### src/rtl/spi_rx_pkg.sv
package spi_rx_pkg;
  localparam int BYTE_W = 8;
  localparam logic [1:0] SETUP_TAG = 2'b01;

  typedef enum logic [1:0] {
    FOL_NONE = 2'b00,
    FOL_UNI  = 2'b01,
    FOL_BIP  = 2'b10,
    FOL_RSV  = 2'b11
  } followT;

  typedef struct packed {
    logic loadOut;
    logic shiftOut;
    logic shiftIn;
    logic wrCmd;
    logic wrSetup;
    logic wrUni;
    logic wrBip;
  } ctrlStrobeT;
endpackage

### src/rtl/spi_rx_sync.sv
module spi_rx_sync #(
  parameter int STAGES = 2,
  parameter int W = 3,
  parameter logic [W-1:0] RST_VAL = '0
) (
  input  logic         clk,
  input  logic         rstN,
  input  logic [W-1:0] d,
  output logic [W-1:0] q
);
  logic [W-1:0] chain [STAGES];

  for (genvar s = 0; s < STAGES; s++) begin : g_stage
    if (s == 0) begin : g_first
      always_ff @(posedge clk or negedge rstN) begin
        if (!rstN) chain[s] <= RST_VAL;
        else       chain[s] <= d;
      end
    end else begin : g_next
      always_ff @(posedge clk or negedge rstN) begin
        if (!rstN) chain[s] <= RST_VAL;
        else       chain[s] <= chain[s-1];
      end
    end
  end

  assign q = chain[STAGES-1];
endmodule

### src/rtl/spi_rx_ctrl.sv
module spi_rx_ctrl
  import spi_rx_pkg::*;
(
  input  logic       clk,
  input  logic       rstN,
  input  logic       csS,
  input  logic       sclkS,
  input  logic [1:0] nextTag,
  input  logic [1:0] nextSel,
  output ctrlStrobeT strb
);
  localparam int CNT_W = $clog2(BYTE_W);
  localparam logic [CNT_W-1:0] LAST_BIT = CNT_W'(BYTE_W - 1);

  logic csD, sclkD, seenRise;
  logic [CNT_W-1:0] bitCnt;
  logic [1:0] byteIdx;
  followT follow;

  logic csLow, csFall, sRise, sFall, byteEnd;

  assign csLow   = ~csS;
  assign csFall  = csD & ~csS;
  assign sRise   = sclkS & ~sclkD;
  assign sFall   = ~sclkS & sclkD;
  assign byteEnd = csLow & sRise & (bitCnt == LAST_BIT);

  always_comb begin
    strb          = '0;
    strb.loadOut  = csFall;
    strb.shiftOut = csLow & sFall & seenRise & ~csFall;
    strb.shiftIn  = csLow & sRise;
    strb.wrCmd    = byteEnd & (byteIdx == 2'd0);
    strb.wrSetup  = byteEnd & (byteIdx == 2'd0) & (nextTag == SETUP_TAG);
    strb.wrUni    = byteEnd & (byteIdx == 2'd1) & (follow == FOL_UNI);
    strb.wrBip    = byteEnd & (byteIdx == 2'd1) & (follow == FOL_BIP);
  end

  always_ff @(posedge clk or negedge rstN) begin
    if (!rstN) begin
      csD <= 1'b1;
      sclkD <= 1'b0;
    end else begin
      csD <= csS;
      sclkD <= sclkS;
    end
  end

  always_ff @(posedge clk or negedge rstN) begin
    if (!rstN) begin
      bitCnt   <= '0;
      byteIdx  <= 2'd0;
      seenRise <= 1'b0;
      follow   <= FOL_NONE;
    end else if (!csLow) begin
      bitCnt   <= '0;
      byteIdx  <= 2'd0;
      seenRise <= 1'b0;
      follow   <= FOL_NONE;
    end else if (sRise) begin
      seenRise <= 1'b1;
      bitCnt   <= bitCnt + 1'b1;
      if (bitCnt == LAST_BIT) begin
        if (byteIdx != 2'd2) byteIdx <= byteIdx + 2'd1;
        if (byteIdx == 2'd0)
          follow <= (nextTag == SETUP_TAG) ? followT'(nextSel) : FOL_NONE;
      end
    end
  end
endmodule

### src/rtl/spi_rx_datapath.sv
module spi_rx_datapath
  import spi_rx_pkg::*;
#(
  parameter int RES_W = 12,
  parameter int WORD_W = 16
) (
  input  logic              clk,
  input  logic              rstN,
  input  ctrlStrobeT        strb,
  input  logic              dinS,
  input  logic [RES_W-1:0]  resultCode,
  input  logic              resultTwos,
  output logic [BYTE_W-1:0] nextByte,
  output logic              dout,
  output logic              cmdStrobe,
  output logic [BYTE_W-1:0] cmdByte,
  output logic              setupWr,
  output logic              uniWr,
  output logic              bipWr,
  output logic [BYTE_W-1:0] setupReg,
  output logic [BYTE_W-1:0] uniReg,
  output logic [BYTE_W-1:0] bipReg
);
  localparam int PAD_W = WORD_W - RES_W;

  logic [BYTE_W-2:0] rxShift;
  logic [WORD_W-1:0] txShift;
  logic [RES_W-1:0]  fmtCode;

  assign nextByte = {rxShift, dinS};
  assign fmtCode  = resultTwos ? {~resultCode[RES_W-1], resultCode[RES_W-2:0]} : resultCode;
  assign dout     = txShift[WORD_W-1];

  always_ff @(posedge clk or negedge rstN) begin
    if (!rstN) rxShift <= '0;
    else if (strb.shiftIn) rxShift <= nextByte[BYTE_W-2:0];
  end

  always_ff @(posedge clk or negedge rstN) begin
    if (!rstN) txShift <= '0;
    else if (strb.loadOut) txShift <= {{PAD_W{1'b0}}, fmtCode};
    else if (strb.shiftOut) txShift <= {txShift[WORD_W-2:0], 1'b0};
  end

  always_ff @(posedge clk or negedge rstN) begin
    if (!rstN) begin
      cmdStrobe <= 1'b0;
      setupWr   <= 1'b0;
      uniWr     <= 1'b0;
      bipWr     <= 1'b0;
      cmdByte   <= '0;
      setupReg  <= '0;
      uniReg    <= '0;
      bipReg    <= '0;
    end else begin
      cmdStrobe <= strb.wrCmd;
      setupWr   <= strb.wrSetup;
      uniWr     <= strb.wrUni;
      bipWr     <= strb.wrBip;
      if (strb.wrCmd)   cmdByte  <= nextByte;
      if (strb.wrSetup) setupReg <= nextByte;
      if (strb.wrUni)   uniReg   <= nextByte;
      if (strb.wrBip)   bipReg   <= nextByte;
    end
  end
endmodule

### src/rtl/spi_cmd_rx.sv
module spi_cmd_rx
  import spi_rx_pkg::*;
#(
  parameter int RES_W = 12,
  parameter int WORD_W = 16,
  parameter int SYNC_STAGES = 2
) (
  input  logic             clk,
  input  logic             rstN,
  input  logic             csN,
  input  logic             sclk,
  input  logic             din,
  input  logic [RES_W-1:0] resultCode,
  input  logic             resultTwos,
  output logic             dout,
  output logic             cmdStrobe,
  output logic [7:0]       cmdByte,
  output logic             setupWr,
  output logic             uniWr,
  output logic             bipWr,
  output logic [7:0]       setupReg,
  output logic [7:0]       uniReg,
  output logic [7:0]       bipReg
);
  logic [2:0] pinsS;
  logic [BYTE_W-1:0] nextByte;
  ctrlStrobeT strb;

  spi_rx_sync #(.STAGES(SYNC_STAGES), .W(3), .RST_VAL(3'b100)) sync_i (
    .clk(clk), .rstN(rstN), .d({csN, sclk, din}), .q(pinsS)
  );

  spi_rx_ctrl ctrl_i (
    .clk(clk), .rstN(rstN), .csS(pinsS[2]), .sclkS(pinsS[1]),
    .nextTag(nextByte[7:6]), .nextSel(nextByte[1:0]), .strb(strb)
  );

  spi_rx_datapath #(.RES_W(RES_W), .WORD_W(WORD_W)) dp_i (
    .clk(clk), .rstN(rstN), .strb(strb), .dinS(pinsS[0]),
    .resultCode(resultCode), .resultTwos(resultTwos),
    .nextByte(nextByte), .dout(dout), .cmdStrobe(cmdStrobe), .cmdByte(cmdByte),
    .setupWr(setupWr), .uniWr(uniWr), .bipWr(bipWr),
    .setupReg(setupReg), .uniReg(uniReg), .bipReg(bipReg)
  );
endmodule

### config.mk
export PLATFORM = sky130hd
export DESIGN_NAME = spi_cmd_rx
export DESIGN_NICKNAME = d
export VERILOG_FILES = /design/src/rtl/spi_rx_pkg.sv /design/src/rtl/spi_rx_sync.sv /design/src/rtl/spi_rx_ctrl.sv /design/src/rtl/spi_rx_datapath.sv /design/src/rtl/spi_cmd_rx.sv
export SDC_FILE = /design/constraint.sdc
export NUM_CORES = 1
export LEC_CHECK = 0
export BUFFER_PORTS_ARGS = -buffer_cell sky130_fd_sc_hd__buf_2
export CAP_MARGIN = 20
export CORE_MARGIN = 2
export CORE_UTILIZATION = 54
export CTS_BUF_LIST = sky130_fd_sc_hd__clkbuf_16
export DETAILED_ROUTE_END_ITERATION = 6
export PLACE_DENSITY_LB_ADDON = 0.12
export SETUP_SLACK_MARGIN = 0.1
export SLEW_MARGIN = 20
export SYNTH_ARGS = -nofsm -noshare
export SYNTH_HDL_FRONTEND = slang
export SYNTH_SLANG_ARGS = --single-unit
### constraint.sdc
create_clock -name clk -period 2.2 [get_ports clk]
set_clock_uncertainty 0.1 [all_clocks]
set_input_delay 0.33 -clock clk [delete_from_list [all_inputs] [get_ports clk]]
set_output_delay 0.33 -clock clk [all_outputs]
set_load 0.02 [all_outputs]
# Word-level counts from Yosys, hierarchy flattened
# Index checks and enable logic that the tools add are counted.
# totals
register_bits	75
inputBits	18
out_inout_bits	37
wordCells	68
# classes
n_addsub	2
n_eq_ne	6
n_mux	16
bitwise_logic	18
n_reduce_logical	8
# op_table
op	n
16-bit 2-to-1 mux	2
2-bit 2-to-1 mux	9
1-bit AND	13
12-bit 2-to-1 mux	1
2-bit nonzero test	5
2-bit by 1-bit equality test with 1-bit output (second input constant)	3
3-bit 2-to-1 mux	2
3-bit AND reduction	2
1-bit NOT	5
3-bit by 1-bit adder with 3-bit output (second input constant)	1
3-bit equality test (second input constant)	1
2-bit by 1-bit adder with 2-bit output (second input constant)	1
2-bit equality test (second input constant)	1
2-bit zero test	1
1-bit 2-to-1 mux	2
2-bit inequality test (second input constant)	1

# Depth between registers and ports, before layout
# Gate-level depths: netlist of the first run.
# logic_depth
depth_word	7
ltp_mapped	6

# Modules after synthesis
# From an unflattened synthesis of the first run, not the netlist that was laid out.
# hier_totals
cells_unflattened	213
area_unflattened_um2	3005.4
# modules_own_cells
module	instances	cells_per_inst	area_each_um2
spi_rx_datapath	1	153	2280.9
spi_rx_ctrl	1	51	549.3
spi_rx_sync	1	9	175.2

# Least setup slack after synthesis of the first run
# OpenSTA, ideal clock, no wires.
# synth_path
kind	register -> register
start	reg ctrl_i.bitCnt[0]
end	reg dp_i.uniReg[0]
setup_ns	0.125
t_arrival_ns	1.514
slack_ns	0.461
stages_incl_launch_ff	6
n_path_buf	0
synth_period_minus_slack_ns	1.739
path_cell_list	dfrtp_1 > ha_1 > ha_1 > and3b_2 > nand4b_2 > mux2_2
# synth_between
elab_chain_cells	4
# synth_lines
element	line	text
start: declaration	spi_rx_ctrl.sv:16	logic [CNT_W-1:0] bitCnt;
start signal: assignment	spi_rx_ctrl.sv:62	bitCnt <= bitCnt + 1'b1;
3-bit equality test	spi_rx_ctrl.sv:26	assign byteEnd = csLow & sRise & (bitCnt == LAST_BIT);
1-bit AND	spi_rx_ctrl.sv:26	
1-bit AND (2 in a row)	spi_rx_ctrl.sv:35	strb.wrUni = byteEnd & (byteIdx == 2'd1) & (follow == FOL_UNI);
end signal: assignment	spi_rx_datapath.sv:62	if (strb.wrUni) uniReg <= nextByte;
end: declaration	spi_rx_datapath.sv:21	output logic [BYTE_W-1:0] uniReg,
# Every way passes these cells.
# A chain may end at the register's enable or synchronous reset.

# Worst setup path after layout of the first run
# layout_path
start	reg ctrl_i.bitCnt[0]
end	reg dp_i.bipReg[0]
# layout_between
elab_chain_cells	4
# layout_lines
element	line	text
3-bit equality test	spi_rx_ctrl.sv:26	
1-bit AND	spi_rx_ctrl.sv:26	
1-bit AND (2 in a row)	spi_rx_ctrl.sv:36	strb.wrBip = byteEnd & (byteIdx == 2'd1) & (follow == FOL_BIP);
end signal: assignment	spi_rx_datapath.sv:63	if (strb.wrBip) bipReg <= nextByte;
end: declaration	spi_rx_datapath.sv:22	output logic [BYTE_W-1:0] bipReg
# Every way passes these cells.

==> impl_table.tex, run 1 <==
\begin{tabular}{lr}
\hline
Metric & Value \\
\hline
\multicolumn{2}{l}{\textbf{Status}} \\
\quad Outcome & completed \\
\multicolumn{2}{l}{\textbf{Final layout}} \\
\quad Commonest non-fill, non-tap cells in the layout & dfrtp\_1, buf\_2, mux2\_2 \\
\quad Most common cell after layout, fill and taps aside & dfrtp\_1 \\
\quad Final standard cell area without fillers & 3633 um\^{}2 \\
\quad Number of inserted diodes & 0 \\
\quad Fraction of final layout cells sized beyond drive strength 1 & 44.00\% \\
\quad Flip-flop and latch area & 1881 um\^{}2 \\
\quad Core Util, Final & 69.81\% \\
\quad Footprint of the multi-input gates & 1003 um\^{}2 \\
\quad P\&R area growth vs syn & 22.43\% \\
\quad Count of non-filler cells in the finished layout & 345 \\
\quad Final \#Nets & 293 \\
\quad Fill cell instance count of the final layout & 389 \\
\multicolumn{2}{l}{\textbf{STA}} \\
\quad Number of setup violations in the final report & 0 \\
\quad Achievable frequency & 525.0 MHz \\
\quad RSZ-0062 raised after global routing & false \\
\quad Final min period & 1.905 ns \\
\quad Number of max-slew violations in the final report & 0 \\
\quad Worst rel slew slack & 64.80\% \\
\quad Period Utilization, post-route & 86.57\% \\
\quad Setup TNS Final & 0 ns \\
\quad Worst Max-Slew Pin Slew & 0.5280 ns \\
\quad Count of endpoints failing hold in the final timing report & 0 \\
\multicolumn{2}{l}{\textbf{Floorplan}} \\
\quad Die Footprint & 6105 um\^{}2 \\
\quad \# IOs & 55 \\
\quad Starting Density & 57.02\% \\
\quad Vertical extent of the die & 78.14 um \\
\quad Horizontal extent of the die & 78.14 um \\
\quad Row count & 26 \\
\quad Placeable core region & 5205 um\^{}2 \\
\multicolumn{2}{l}{\textbf{Placed design}} \\
\quad Final weighted congestion of routability-driven global placement & 0.7007 \\
\quad Final HPWL from detailed placement & 3357 um \\
\quad Area post-placement & 3309 um\^{}2 \\
\quad Post-Place Cells & 325 \\
\quad Total of buffers placed on input and output ports & 54 \\
\multicolumn{2}{l}{\textbf{Worst setup path}} \\
\quad Series of cell instances along the critical path & ha\_1 -> ha\_1 -> and3b\_2 -> nand4b\_2 -> mux2\_2 \\
\quad Maximum fanout along the worst path & 9 \\
\quad Worst setup path startpoint & ctrl\_i.bitCnt[0] \\
\quad CP startpoint kind & flip-flop \\
\quad Worst reg-to-reg setup slack & 0.30 ns \\
\quad Slowest cell on the critical path & dfrtp\_1 \\
\quad Capturing element type of the critical path & flip-flop \\
\quad Biggest cell delay along the critical path & 0.39 ns \\
\quad Most common cell type on the critical path & ha\_1 \\
\quad Critical R2R Launch & ctrl\_i.bitCnt[0] \\
\quad Worst r2r dst & dp\_i.bipReg[0] \\
\quad Arrival time at the worst endpoint & 2.01 ns \\
\quad Worst Reg-to-Reg Cells & 5 \\
\quad Class of the most critical setup path & flip-flop to flip-flop \\
\quad Required arrival time at the worst endpoint & 2.31 ns \\
\multicolumn{2}{l}{\textbf{Clock network}} \\
\quad Maximum number of buffers from clock root to sink & 2 \\
\quad Setup bufs post-CTS & 0 \\
\quad Clock sink total & 75 \\
\quad Clock Latency Late Sink & 0.33 ns \\
\quad TritonCTS clock tree & done \\
\quad \# resized after CTS & 0 \\
\quad Number of buffers inserted during clock tree synthesis & 9 \\
\quad Clock edge transition at the registers on the reported setup and hold paths & 0.05 ns \\
\quad CTS root buf & clkbuf\_16 \\
\quad H-tree levels & 3 \\
\quad Hold-fix buffer count after cts & 4 \\
\multicolumn{2}{l}{\textbf{Global route}} \\
\quad Pin count of the biggest net entering global routing & 40 \\
\quad Total overflow reported by the global router & 0 \\
\quad Global-route wire length before repair & 8652 um \\
\quad Initial antenna violation count & 0 \\
\quad Total global-route track usage & 18.73\% \\
\quad Via count of the first global-routing pass & 1839 \\
\multicolumn{2}{l}{\textbf{Synthesis}} \\
\quad Synthesized instance count & 206 \\
\quad Synthesis warning total & 0 \\
\quad Post-synth EDFFs & 0 \\
\quad Summed instance area of the synthesized netlist & 2968 um\^{}2 \\
\quad Share of flip-flops with an asynchronous set or reset & 100.0\% \\
\quad Sequential area share after synthesis & 63.36\% \\
\quad Syn avg cell area & 14.41 um\^{}2 \\
\quad Count of cell types in the netlist & 28 \\
\quad Post-Syn Nets & 229 \\
\quad Number of flip-flops and latches in the synthesized netlist & 75 \\
\quad Synth Flop Type & dfrtp\_1 \\
\multicolumn{2}{l}{\textbf{Route}} \\
\quad Total detailed-routing wirelength & 5101 um \\
\quad Detailed router's first-iteration violation count & 62 \\
\quad Detail Route Antenna Nets & 0 \\
\quad Count of vias placed by the detailed router & 1785 \\
\quad First drt pass iteration count & 4 \\
\quad DR vias/cell & 5.174 \\
\quad DRC violations left & 0 \\
\quad Average detailed-routed wire length per instance & 14.79 um \\
\multicolumn{2}{l}{\textbf{Worst hold path}} \\
\quad Hold Path Cell Cnt & 3 \\
\quad Hold Crit Class & primary input to flip-flop \\
\quad Worst hold path endpoint & dp\_i.txShift[5] \\
\quad Start point of the worst min-delay path & resultCode[5] \\
\multicolumn{2}{l}{\textbf{Job}} \\
\quad Max Cap Violations & 0 \\
\multicolumn{2}{l}{\textbf{Power and ir drop}} \\
\quad Power per standard cell area & 863.3 nW/um\^{}2 \\
\quad Total Power & 0.003137 W \\
\quad Worst vdd ir & 674.8 uV \\
\quad Static power due to leakage & 1.933 nW \\
\hline
\end{tabular}
## where the power goes
| group | total (W) | internal [W] | switching, W | leakage [nW] |
|---|---|---|---|---|
| logic | 0.000173 | 0.0000957 | 0.0000777 | 0.794 |
| registers | 0.00159 | 0.00148 | 0.000111 | 0.993 |
| clock network | 0.00137 | 0.000861 | 0.000512 | 0.146 |
## registers in the layout, indices dropped and copies added (netlist names), 2 cells and up
register / flops
dp_i.bipReg: 8
ctrl_i.follow: 2
dp_i.uniReg: 8
ctrl_i.bitCnt: 3
sync_i.q: 3
sync_i.chain: 3
dp_i.cmdByte: 8
dp_i.txShift: 16
dp_i.setupReg: 8
ctrl_i.byteIdx: 2
dp_i.rxShift: 7
## Yosys cell counts, types with 2 or more instances
cell type	instances	area, um^2
o21ai_0	12	60.06
a32o_1	2	20.02
dfrtp_1	72	1802
dfstp_2	3	78.83
buf_2	3	15.01
nor2_1	9	33.78
buf_4	2	15.01
mux2i_1	18	180.2
nand4b_2	2	30.03
xor2_1	2	17.52
inv_1	6	22.52
and4bb_2	2	25.02
mux2_2	37	416.7
ha_1	5	62.56
nor2b_1	3	18.77
nand2_1	14	52.55
nand2b_1	2	12.51
buf_6	2	22.52
## through the flow
step	hold WS, ns	worst slack (ns)
after CTS	0.08958	0.2824
after detailed placement	0.2241	0.3092
after floorplan	-0.06559	0.4611
after global placement	0.2204	0.3434
final	0.1050	0.2954
after global routing	0.1105	0.2058
## layer usage
layer	share of wire [%]	global-route usage, %
met1	46	23.36
met5	0	0
met2	48	29.48
met3	5.6	7.471
met4	1.1	7.368
## how the worst max path moves through the flow
stage,end,cells past startpoint
floorplan,dp_i.uniReg[0],5
global placement,dp_i.bipReg[7],5
detailed placement,dp_i.bipReg[0],5
CTS,dp_i.bipReg[0],5
global route,dp_i.bipReg[4],5
finish,dp_i.bipReg[0],5
## cells by family after synthesis
logic type | count (synthesis) | share of synthesized area (%)
flops | 75 | 63.36
mux | 55 | 20.11
simple gates | 38 | 7.842
compound gates | 15 | 2.867
buf+inv | 15 | 2.824
fa+ha+maj | 5 | 2.108
xor+xnor | 3 | 0.8855
## area by class of cell
type | instances | share of cell area (%)
clock buffers | 9 | 6.198
clock inverters | 7 | 1.618
repair buffers | 62 | 9.780
flip-flops and latches | 75 | 51.76
multi-input cells | 116 | 27.62
inverters | 6 | 0.6198
well taps | 70 | 2.410
## critical path: cells and delay by family (launching register included)
family / cells / cell delay, ns
AND/OR/NAND/NOR: 2 / 0.50
adder cells (fa/ha/maj): 2 / 0.43
flip-flops: 1 / 0.39
multiplexers: 1 / 0.37
(Power assumes the default switching activity.)
==> inputs of run 2 (changes only) <==
Settings changed: CORE_UTILIZATION 54 to 55, CTS_BUF_LIST sky130_fd_sc_hd__clkbuf_16 to default, SYNTH_HIERARCHICAL from default to 1.
==> run 2 against run 1 <==
Sequential power barely moved. Via count fell by 0.56%. Sequential share of layout area rose by 1.6 points. Worst setup slack got worse by 0.019 ns. Clock power fell by 35%. Combinational power rose by 6%. Critical path depth fell by 2. Critical endpoint is now dp_i/txShift[6]. Largest cell class unchanged. Largest power group unchanged.
==> impl_table.tex, run 2 <==
\begin{tabular}{lr}
\hline
Metric & Value \\
\hline
\multicolumn{2}{l}{\textbf{Status}} \\
\quad Outcome & completed (unchanged) \\
\multicolumn{2}{l}{\textbf{Route}} \\
\quad DR vias/cell & 5.115 (was 5.174) \\
\quad Average detailed-routed wire length per instance & 14.36 um (was 14.79 um) \\
\quad DRC violations left & 0 (unchanged) \\
\quad Detailed router's first-iteration violation count & 75 (was 62) \\
\quad First drt pass iteration count & 4 (unchanged) \\
\quad Count of vias placed by the detailed router & 1775 (was 1785) \\
\quad Detail Route Antenna Nets & 0 (unchanged) \\
\quad Total detailed-routing wirelength & 4982 um (was 5101 um) \\
\multicolumn{2}{l}{\textbf{Worst setup path}} \\
\quad Arrival time at the worst endpoint & 2.03 ns (was 2.01 ns) \\
\quad Series of cell instances along the critical path & nor2b\_1 -> buf\_4 -> o21ai\_0 (was ha\_1 -> ha\_1 -> and3b\_2 -> nand4b\_2 -> mux2\_2) \\
\quad Capturing element type of the critical path & flip-flop (unchanged) \\
\quad Class of the most critical setup path & flip-flop to flip-flop (unchanged) \\
\quad Biggest cell delay along the critical path & 0.73 ns (was 0.39 ns) \\
\quad CP startpoint kind & flip-flop (unchanged) \\
\quad Worst Reg-to-Reg Cells & 3 (was 5) \\
\quad Slowest cell on the critical path & nor2b\_1 (was dfrtp\_1) \\
\quad Maximum fanout along the worst path & 14 (was 9) \\
\quad Required arrival time at the worst endpoint & 2.31 ns (about the same) \\
\multicolumn{2}{l}{\textbf{Synthesis}} \\
\quad Post-Syn Nets & 236 (was 229) \\
\quad Area share of the largest cell type after synthesis & 59.95\% (was 60.71\%) \\
\quad Main area contributors after synthesis & dfrtp\_1, mux2\_2, mux2i\_1 (unchanged) \\
\quad Commonest cells post-synth & dfrtp\_1, mux2\_2, mux2i\_1, nand2\_1, nor2\_1 (was dfrtp\_1, mux2\_2, mux2i\_1, nand2\_1, o21ai\_0) \\
\quad Count of cell types in the netlist & 29 (was 28) \\
\quad Library cell with the highest instance count after synthesis & dfrtp\_1 (unchanged) \\
\quad Syn avg cell area & 14.11 um\^{}2 (was 14.41 um\^{}2) \\
\quad Summed instance area of the synthesized netlist & 3005 um\^{}2 (was 2968 um\^{}2) \\
\quad Synth Flop Type & dfrtp\_1 (unchanged) \\
\quad Share of flip-flops with an asynchronous set or reset & 100.0\% (unchanged) \\
\quad Number of flip-flops and latches in the synthesized netlist & 75 (unchanged) \\
\quad Cell type with the largest total area after synthesis & dfrtp\_1 (unchanged) \\
\quad Synthesis warning total & 6 (was 0) \\
\quad Sequential area share after synthesis & 62.57\% (was 63.36\%) \\
\quad Synthesized instance count & 213 (was 206) \\
\quad Post-synth EDFFs & 0 (unchanged) \\
\multicolumn{2}{l}{\textbf{Placed design}} \\
\quad Final weighted congestion of routability-driven global placement & 0.7322 (was 0.7007) \\
\quad Post-Place Cells & 328 (was 325) \\
\quad Total of buffers placed on input and output ports & 54 (unchanged) \\
\quad Final HPWL from detailed placement & 3396 um (was 3357 um) \\
\multicolumn{2}{l}{\textbf{Final layout}} \\
\quad Top reg by flops & dp\_i/txShift (was dp\_i.txShift) \\
\quad Fill cell instance count of the final layout & 392 (was 389) \\
\quad Commonest non-fill, non-tap cells in the layout & dfrtp\_1, buf\_2, mux2\_2 (unchanged) \\
\quad Most common cell after layout, fill and taps aside & dfrtp\_1 (unchanged) \\
\quad Count of non-filler cells in the finished layout & 347 (was 345) \\
\quad Number of inserted diodes & 0 (unchanged) \\
\quad Fraction of final layout cells sized beyond drive strength 1 & 42.96\% (was 44.00\%) \\
\quad Final \#Nets & 296 (was 293) \\
\quad Max reg flops & 16 (unchanged) \\
\quad P\&R area growth vs syn & 17.28\% (was 22.43\%) \\
\multicolumn{2}{l}{\textbf{Floorplan}} \\
\quad Die Footprint & 6072 um\^{}2 (was 6105 um\^{}2) \\
\quad \# IOs & 55 (unchanged) \\
\quad Vertical extent of the die & 77.92 um (was 78.14 um) \\
\quad Row count & 26 (unchanged) \\
\quad Placeable core region & 5205 um\^{}2 (unchanged) \\
\quad Horizontal extent of the die & 77.92 um (was 78.14 um) \\
\quad Starting Density & 57.74\% (was 57.02\%) \\
\multicolumn{2}{l}{\textbf{Clock network}} \\
\quad Maximum number of buffers from clock root to sink & 2 (unchanged) \\
\quad H-tree levels & 3 (unchanged) \\
\quad CTS root buf & clkbuf\_8 (was clkbuf\_16) \\
\quad Clock edge transition at the registers on the reported setup and hold paths & 0.07 ns (was 0.05 ns) \\
\quad TritonCTS clock tree & done (unchanged) \\
\quad Setup bufs post-CTS & 0 (unchanged) \\
\quad \# resized after CTS & 0 (unchanged) \\
\quad Clock sink total & 75 (unchanged) \\
\quad Clock Latency Late Sink & 0.33 ns (about the same) \\
\quad Number of buffers inserted during clock tree synthesis & 9 (unchanged) \\
\multicolumn{2}{l}{\textbf{STA}} \\
\quad RSZ-0062 raised after global routing & false (unchanged) \\
\quad Worst Max-Slew Pin Slew & 0.9223 ns (was 0.5280 ns) \\
\quad Setup TNS Final & 0 ns (unchanged) \\
\quad Worst Hold Slack & 0.1006 ns (was 0.1050 ns) \\
\quad Final min period & 1.924 ns (was 1.905 ns) \\
\quad Worst rel slew slack & 38.39\% (was 64.80\%) \\
\quad Number of max-slew violations in the final report & 0 (unchanged) \\
\quad Achievable frequency & 519.8 MHz (was 525.0 MHz) \\
\quad Period Utilization, post-route & 87.45\% (was 86.57\%) \\
\quad Number of setup violations in the final report & 0 (unchanged) \\
\quad Count of endpoints failing hold in the final timing report & 0 (unchanged) \\
\multicolumn{2}{l}{\textbf{Job}} \\
\quad Max Cap Violations & 0 (unchanged) \\
\multicolumn{2}{l}{\textbf{Power and ir drop}} \\
\quad Power per standard cell area & 754.0 nW/um\^{}2 (was 863.3 nW/um\^{}2) \\
\quad Worst vdd ir & 596.3 uV (was 674.8 uV) \\
\quad Static power due to leakage & 1.800 nW (was 1.933 nW) \\
\multicolumn{2}{l}{\textbf{Global route}} \\
\quad Initial antenna violation count & 0 (unchanged) \\
\quad Total overflow reported by the global router & 0 (unchanged) \\
\quad Via count of the first global-routing pass & 1832 (was 1839) \\
\quad Pin count of the biggest net entering global routing & 46 (was 40) \\
\quad Total global-route track usage & 18.45\% (was 18.73\%) \\
\quad Global-route wire length before repair & 8597 um (was 8652 um) \\
\multicolumn{2}{l}{\textbf{Worst hold path}} \\
\quad Hold Crit Class & primary input to flip-flop (unchanged) \\
\quad Hold Path Cell Cnt & 3 (unchanged) \\
\hline
\end{tabular}
-- run 2: final timing paths --
path                       slack [ns]       startpoint               to
max in group asynchronous        1.08             rstN      sync_i/q[0]
hold / removal                   0.10    resultCode[4]  dp_i/txShift[4]
hold reg to reg                  0.25  sync_i/chain[4]      sync_i/q[1]
setup / recovery                 0.28       ctrl_i/csD  dp_i/txShift[6]
min in group asynchronous        0.37             rstN  dp_i/txShift[7]
setup reg to reg                 0.28       ctrl_i/csD  dp_i/txShift[6]
-- run 2: per-layer routing --
layer | vias to the layer above | share of wire (%) | track usage, %
li1 | 845 | - | -
met2 | 46 | 44 | 27.67
met1 | 871 | 48 | 25.38
met3 | 13 | 5.0 | 4.302
met4 | 0 | 2.4 | 9.298
met5 | - | 0 | 0
-- run 2: critical path: cells and delay by family, from the launching register on --
family                 cells  cell delay (ns)
DFF                        1             0.54
and+or+nand+nor            1             0.73
buffers and inverters      1             0.32
AOI/OAI and AO/OA          1             0.11
-- run 2: per-stage QoR --
step                setup WS (ns)  instance area, um^2  total power, W  utilization (%)
global placement           0.3162                 3324        0.001782            63.87
CTS                        0.2452                 3525        0.002687            67.72
finish                     0.2761                 3525        0.002658            67.72
detailed placement         0.2574                 3324        0.001793            63.87
floorplan                  0.4250                 3005        0.001693                -
global route               0.1235                 3525        0.002775            67.72
-- run 2: cell type report --
| cell class | count | area, um^2 | share of cell area (%) |
|---|---|---|---|
| clock buffer | 12 | 145.1 | 4.118 |
| clock inverter | 3 | 15.01 | 0.4260 |
| inverter | 3 | 11.26 | 0.3195 |
| multi-input combinational | 119 | 1007 | 28.58 |
| sequential | 75 | 1881 | 53.35 |
| tap | 70 | 87.58 | 2.485 |
| timing repair buffer | 65 | 377.9 | 10.72 |
-- run 2: kinds of logic (layout without fill, tap and decap cells) --
family,Yosys count,in the layout,synth area share (%)
compound gates,14,14,2.331
buf+inv,19,83,4.122
mux,58,58,20.94
fa+ha+maj,5,5,2.082
xor+xnor,3,3,0.8744
flops,75,75,62.57
simple gates,39,39,7.078
-- run 2: where the power goes --
part / total (W) / switching (W) / internal (W) / leakage [nW]
registers: 0.00159 / 0.000115 / 0.00148 / 0.992
logic: 0.000183 / 0.0000840 / 0.0000986 / 0.721
clock network: 0.000884 / 0.000455 / 0.000429 / 0.0860
total: 0.00266 / 0.000654 / 0.00200 / 1.80
-- run 2: repair_timing --
action	in CTS	in global routing
setup endpoints to repair	0	0
endpoints found under the hold margin	30	0
hold buffers	4	0
==> inputs of run 3 (changes only) <==
Settings changed: RECOVER_POWER from default to 25.
==> run 3 against run 2 <==
Sequential share of layout area up 0.23 points. Global-route usage unchanged. Design area down 0.43%. Critical endpoint is now dp_i/setupReg[4].
==> impl_table.tex, run 3 (same netlist as run 2, synthesis figures left out) <==
\begin{tabular}{lr}
\hline
Metric & Value \\
\hline
\multicolumn{2}{l}{\textbf{Placed design}} \\
\quad Total of buffers placed on input and output ports & 54 (unchanged) \\
\quad Post-Place Cells & 328 (unchanged) \\
\quad Area post-placement & 3324 um\^{}2 (unchanged) \\
\quad Final HPWL from detailed placement & 3396 um (unchanged) \\
\quad Final weighted congestion of routability-driven global placement & 0.7322 (unchanged) \\
\multicolumn{2}{l}{\textbf{STA}} \\
\quad Setup TNS Final & 0 ns (unchanged) \\
\quad Period Utilization, post-route & 89.03\% (was 87.45\%) \\
\quad Number of max-slew violations in the final report & 0 (unchanged) \\
\quad Achievable frequency & 510.6 MHz (was 519.8 MHz) \\
\quad Count of endpoints failing hold in the final timing report & 0 (unchanged) \\
\quad Number of setup violations in the final report & 0 (unchanged) \\
\quad Worst Max-Slew Pin Slew & 0.9223 ns (unchanged) \\
\quad Worst rel slew slack & 38.39\% (unchanged) \\
\quad Final min period & 1.959 ns (was 1.924 ns) \\
\quad RSZ-0062 raised after global routing & false (unchanged) \\
\multicolumn{2}{l}{\textbf{Final layout}} \\
\quad Count of non-filler cells in the finished layout & 347 (unchanged) \\
\quad Top reg by flops & dp\_i/txShift (unchanged) \\
\quad Final \#Nets & 296 (unchanged) \\
\quad Final standard cell area without fillers & 3510 um\^{}2 (was 3525 um\^{}2) \\
\quad Most common cell after layout, fill and taps aside & dfrtp\_1 (unchanged) \\
\quad Fraction of final layout cells sized beyond drive strength 1 & 42.60\% (was 42.96\%) \\
\quad Commonest non-fill, non-tap cells in the layout & dfrtp\_1, buf\_2, mux2\_2 (unchanged) \\
\quad Max reg flops & 16 (unchanged) \\
\quad Number of inserted diodes & 0 (unchanged) \\
\quad P\&R area growth vs syn & 16.78\% (was 17.28\%) \\
\quad Core Util, Final & 67.43\% (was 67.72\%) \\
\multicolumn{2}{l}{\textbf{Worst setup path}} \\
\quad Worst Path Buf+Inv & 0 (was 1) \\
\quad Required arrival time at the worst endpoint & 2.32 ns (was 2.31 ns) \\
\quad Class of the most critical setup path & flip-flop to flip-flop (unchanged) \\
\quad CP startpoint kind & flip-flop (unchanged) \\
\quad Biggest cell delay along the critical path & 0.51 ns (was 0.73 ns) \\
\quad Slowest cell on the critical path & dfstp\_1 (was nor2b\_1) \\
\quad Maximum fanout along the worst path & 12 (was 14) \\
\quad Series of cell instances along the critical path & nor3b\_4 -> and3\_1 -> and2\_1 -> mux2\_2 (was nor2b\_1 -> buf\_4 -> o21ai\_0) \\
\quad Capturing element type of the critical path & flip-flop (unchanged) \\
\quad Arrival time at the worst endpoint & 2.08 ns (was 2.03 ns) \\
\quad Cell family contributing the most delay on the critical path & simple AND/OR/NAND/NOR gates (unchanged) \\
\multicolumn{2}{l}{\textbf{Route}} \\
\quad DR vias/cell & 5.121 (was 5.115) \\
\quad First drt pass iteration count & 4 (unchanged) \\
\quad Detailed router's first-iteration violation count & 126 (was 75) \\
\quad Average detailed-routed wire length per instance & 14.38 um (was 14.36 um) \\
\quad Detail Route Antenna Nets & 0 (unchanged) \\
\quad Total detailed-routing wirelength & 4990 um (was 4982 um) \\
\quad Count of vias placed by the detailed router & 1777 (was 1775) \\
\quad DRC violations left & 0 (unchanged) \\
\multicolumn{2}{l}{\textbf{Clock network}} \\
\quad Setup bufs post-CTS & 0 (unchanged) \\
\quad Maximum number of buffers from clock root to sink & 2 (unchanged) \\
\quad Clock Latency Late Sink & 0.33 ns (about the same) \\
\quad H-tree levels & 3 (unchanged) \\
\quad Clock edge transition at the registers on the reported setup and hold paths & 0.07 ns (about the same) \\
\quad TritonCTS clock tree & done (unchanged) \\
\quad Clock sink total & 75 (unchanged) \\
\quad Number of buffers inserted during clock tree synthesis & 9 (unchanged) \\
\quad CTS root buf & clkbuf\_8 (unchanged) \\
\multicolumn{2}{l}{\textbf{Global route}} \\
\quad Total global-route track usage & 18.45\% (unchanged) \\
\quad Global-route wire length before repair & 8597 um (unchanged) \\
\quad Pin count of the biggest net entering global routing & 46 (unchanged) \\
\quad Via count of the first global-routing pass & 1832 (unchanged) \\
\quad Total overflow reported by the global router & 0 (unchanged) \\
\quad Initial antenna violation count & 0 (unchanged) \\
\multicolumn{2}{l}{\textbf{Power and ir drop}} \\
\quad Combinational group share of total power & 6.8\% (was 6.9\%) \\
\quad Share of total power in sequential cells & 59.9\% (about the same) \\
\quad Worst vdd ir & 596.5 uV (was 596.3 uV) \\
\quad Part of the power in the clock network & 33.3\% (about the same) \\
\quad Power per standard cell area & 756.1 nW/um\^{}2 (was 754.0 nW/um\^{}2) \\
\quad Static power due to leakage & 1.794 nW (was 1.800 nW) \\
\quad Switching power of the nets & 0.0006538 W (was 0.0006543 W) \\
\quad Cell-internal power & 0.002000 W (was 0.002003 W) \\
\quad Fraction of power spent switching nets & 24.64\% (was 24.62\%) \\
\multicolumn{2}{l}{\textbf{Worst hold path}} \\
\quad Hold Crit Class & primary input to flip-flop (unchanged) \\
\multicolumn{2}{l}{\textbf{Status}} \\
\quad Outcome & completed (unchanged) \\
\multicolumn{2}{l}{\textbf{Floorplan}} \\
\quad Vertical extent of the die & 77.92 um (unchanged) \\
\quad \# IOs & 55 (unchanged) \\
\quad Die Footprint & 6072 um\^{}2 (unchanged) \\
\quad Starting Density & 57.74\% (unchanged) \\
\quad Horizontal extent of the die & 77.92 um (unchanged) \\
\quad Placeable core region & 5205 um\^{}2 (unchanged) \\
\quad Row count & 26 (unchanged) \\
\multicolumn{2}{l}{\textbf{Job}} \\
\quad Max Cap Violations & 0 (unchanged) \\
\hline
\end{tabular}
## run 3: changes by cell type in the layout (fill, tap and decap cells not counted)
cell	change
buf_4	-1
clkbuf_2	+1
dfstp_2	-1
clkbuf_4	+1
buf_12	-1
dfstp_1	+1
## run 3: final cells by class
| class | instances | area [um^2] |
|---|---|---|
| Clock buffer | 12 | 145.1 |
| Clock inverter | 3 | 15.01 |
| Fill cell | 394 | 1695 |
| Inverter | 3 | 11.26 |
| Multi-Input combinational cell | 119 | 1007 |
| Sequential cell | 75 | 1881 |
| Tap cell | 70 | 87.58 |
| Timing Repair Buffer | 65 | 362.8 |
## run 3: power groups by stage
stage               combinational (W)  clock, W  sequential (W)
floorplan                    0.000128         0         0.00157
detailed placement           0.000180         0         0.00161
global route                 0.000205  0.000961         0.00160
finish                       0.000179  0.000884         0.00159
global placement             0.000174         0         0.00161
CTS                          0.000187  0.000912         0.00159
## run 3: repair_timing
action                    in CTS  in global routing
hold endpoints to repair      30                  0
hold buffers                   4                  0
gates resized for setup        0                  0
## run 3: path summary, 6_finish.rpt
| path | cells past startpoint | end | startpoint | slack, ns |
|---|---|---|---|---|
| worst max-delay path | 4 | dp_i/setupReg[4] | sync_i/q[2] | 0.24 |
| worst min-delay path | 3 | dp_i/txShift[4] | resultCode[4] | 0.10 |
| worst max register to register | 4 | dp_i/setupReg[4] | sync_i/q[2] | 0.24 |
| worst min register to register | 0 | sync_i/q[1] | sync_i/chain[4] | 0.25 |
| max in group asynchronous | 3 | dp_i/rxShift[2] | rstN | 0.38 |
| min in group asynchronous | 2 | dp_i/txShift[7] | rstN | 0.49 |
## run 3: routing by layer
metal / vias up / wire length, um / track usage [%]
li1: 846 / - / -
met4: 0 / 122 / 9.298
met5: - / 0 / 0
met2: 43 / 2204 / 27.67
met3: 13 / 236 / 4.302
met1: 875 / 2426 / 25.38
## run 3: tightest hold or removal path, stage by stage
cell and delay (ns):
buf_2 0.07, nand2_1 0.04, o21ai_0 0.05
## run 3: stage by stage
step                      hold slack, ns  worst slack [ns]  total power, W
final                             0.1007            0.2414        0.002654
after global placement            0.1901            0.3162        0.001782
after global routing              0.1104           0.06918        0.002771
after floorplan                 -0.06559            0.4250        0.001693
after detailed placement          0.1881            0.2574        0.001793
after CTS                        0.08933            0.2452        0.002687
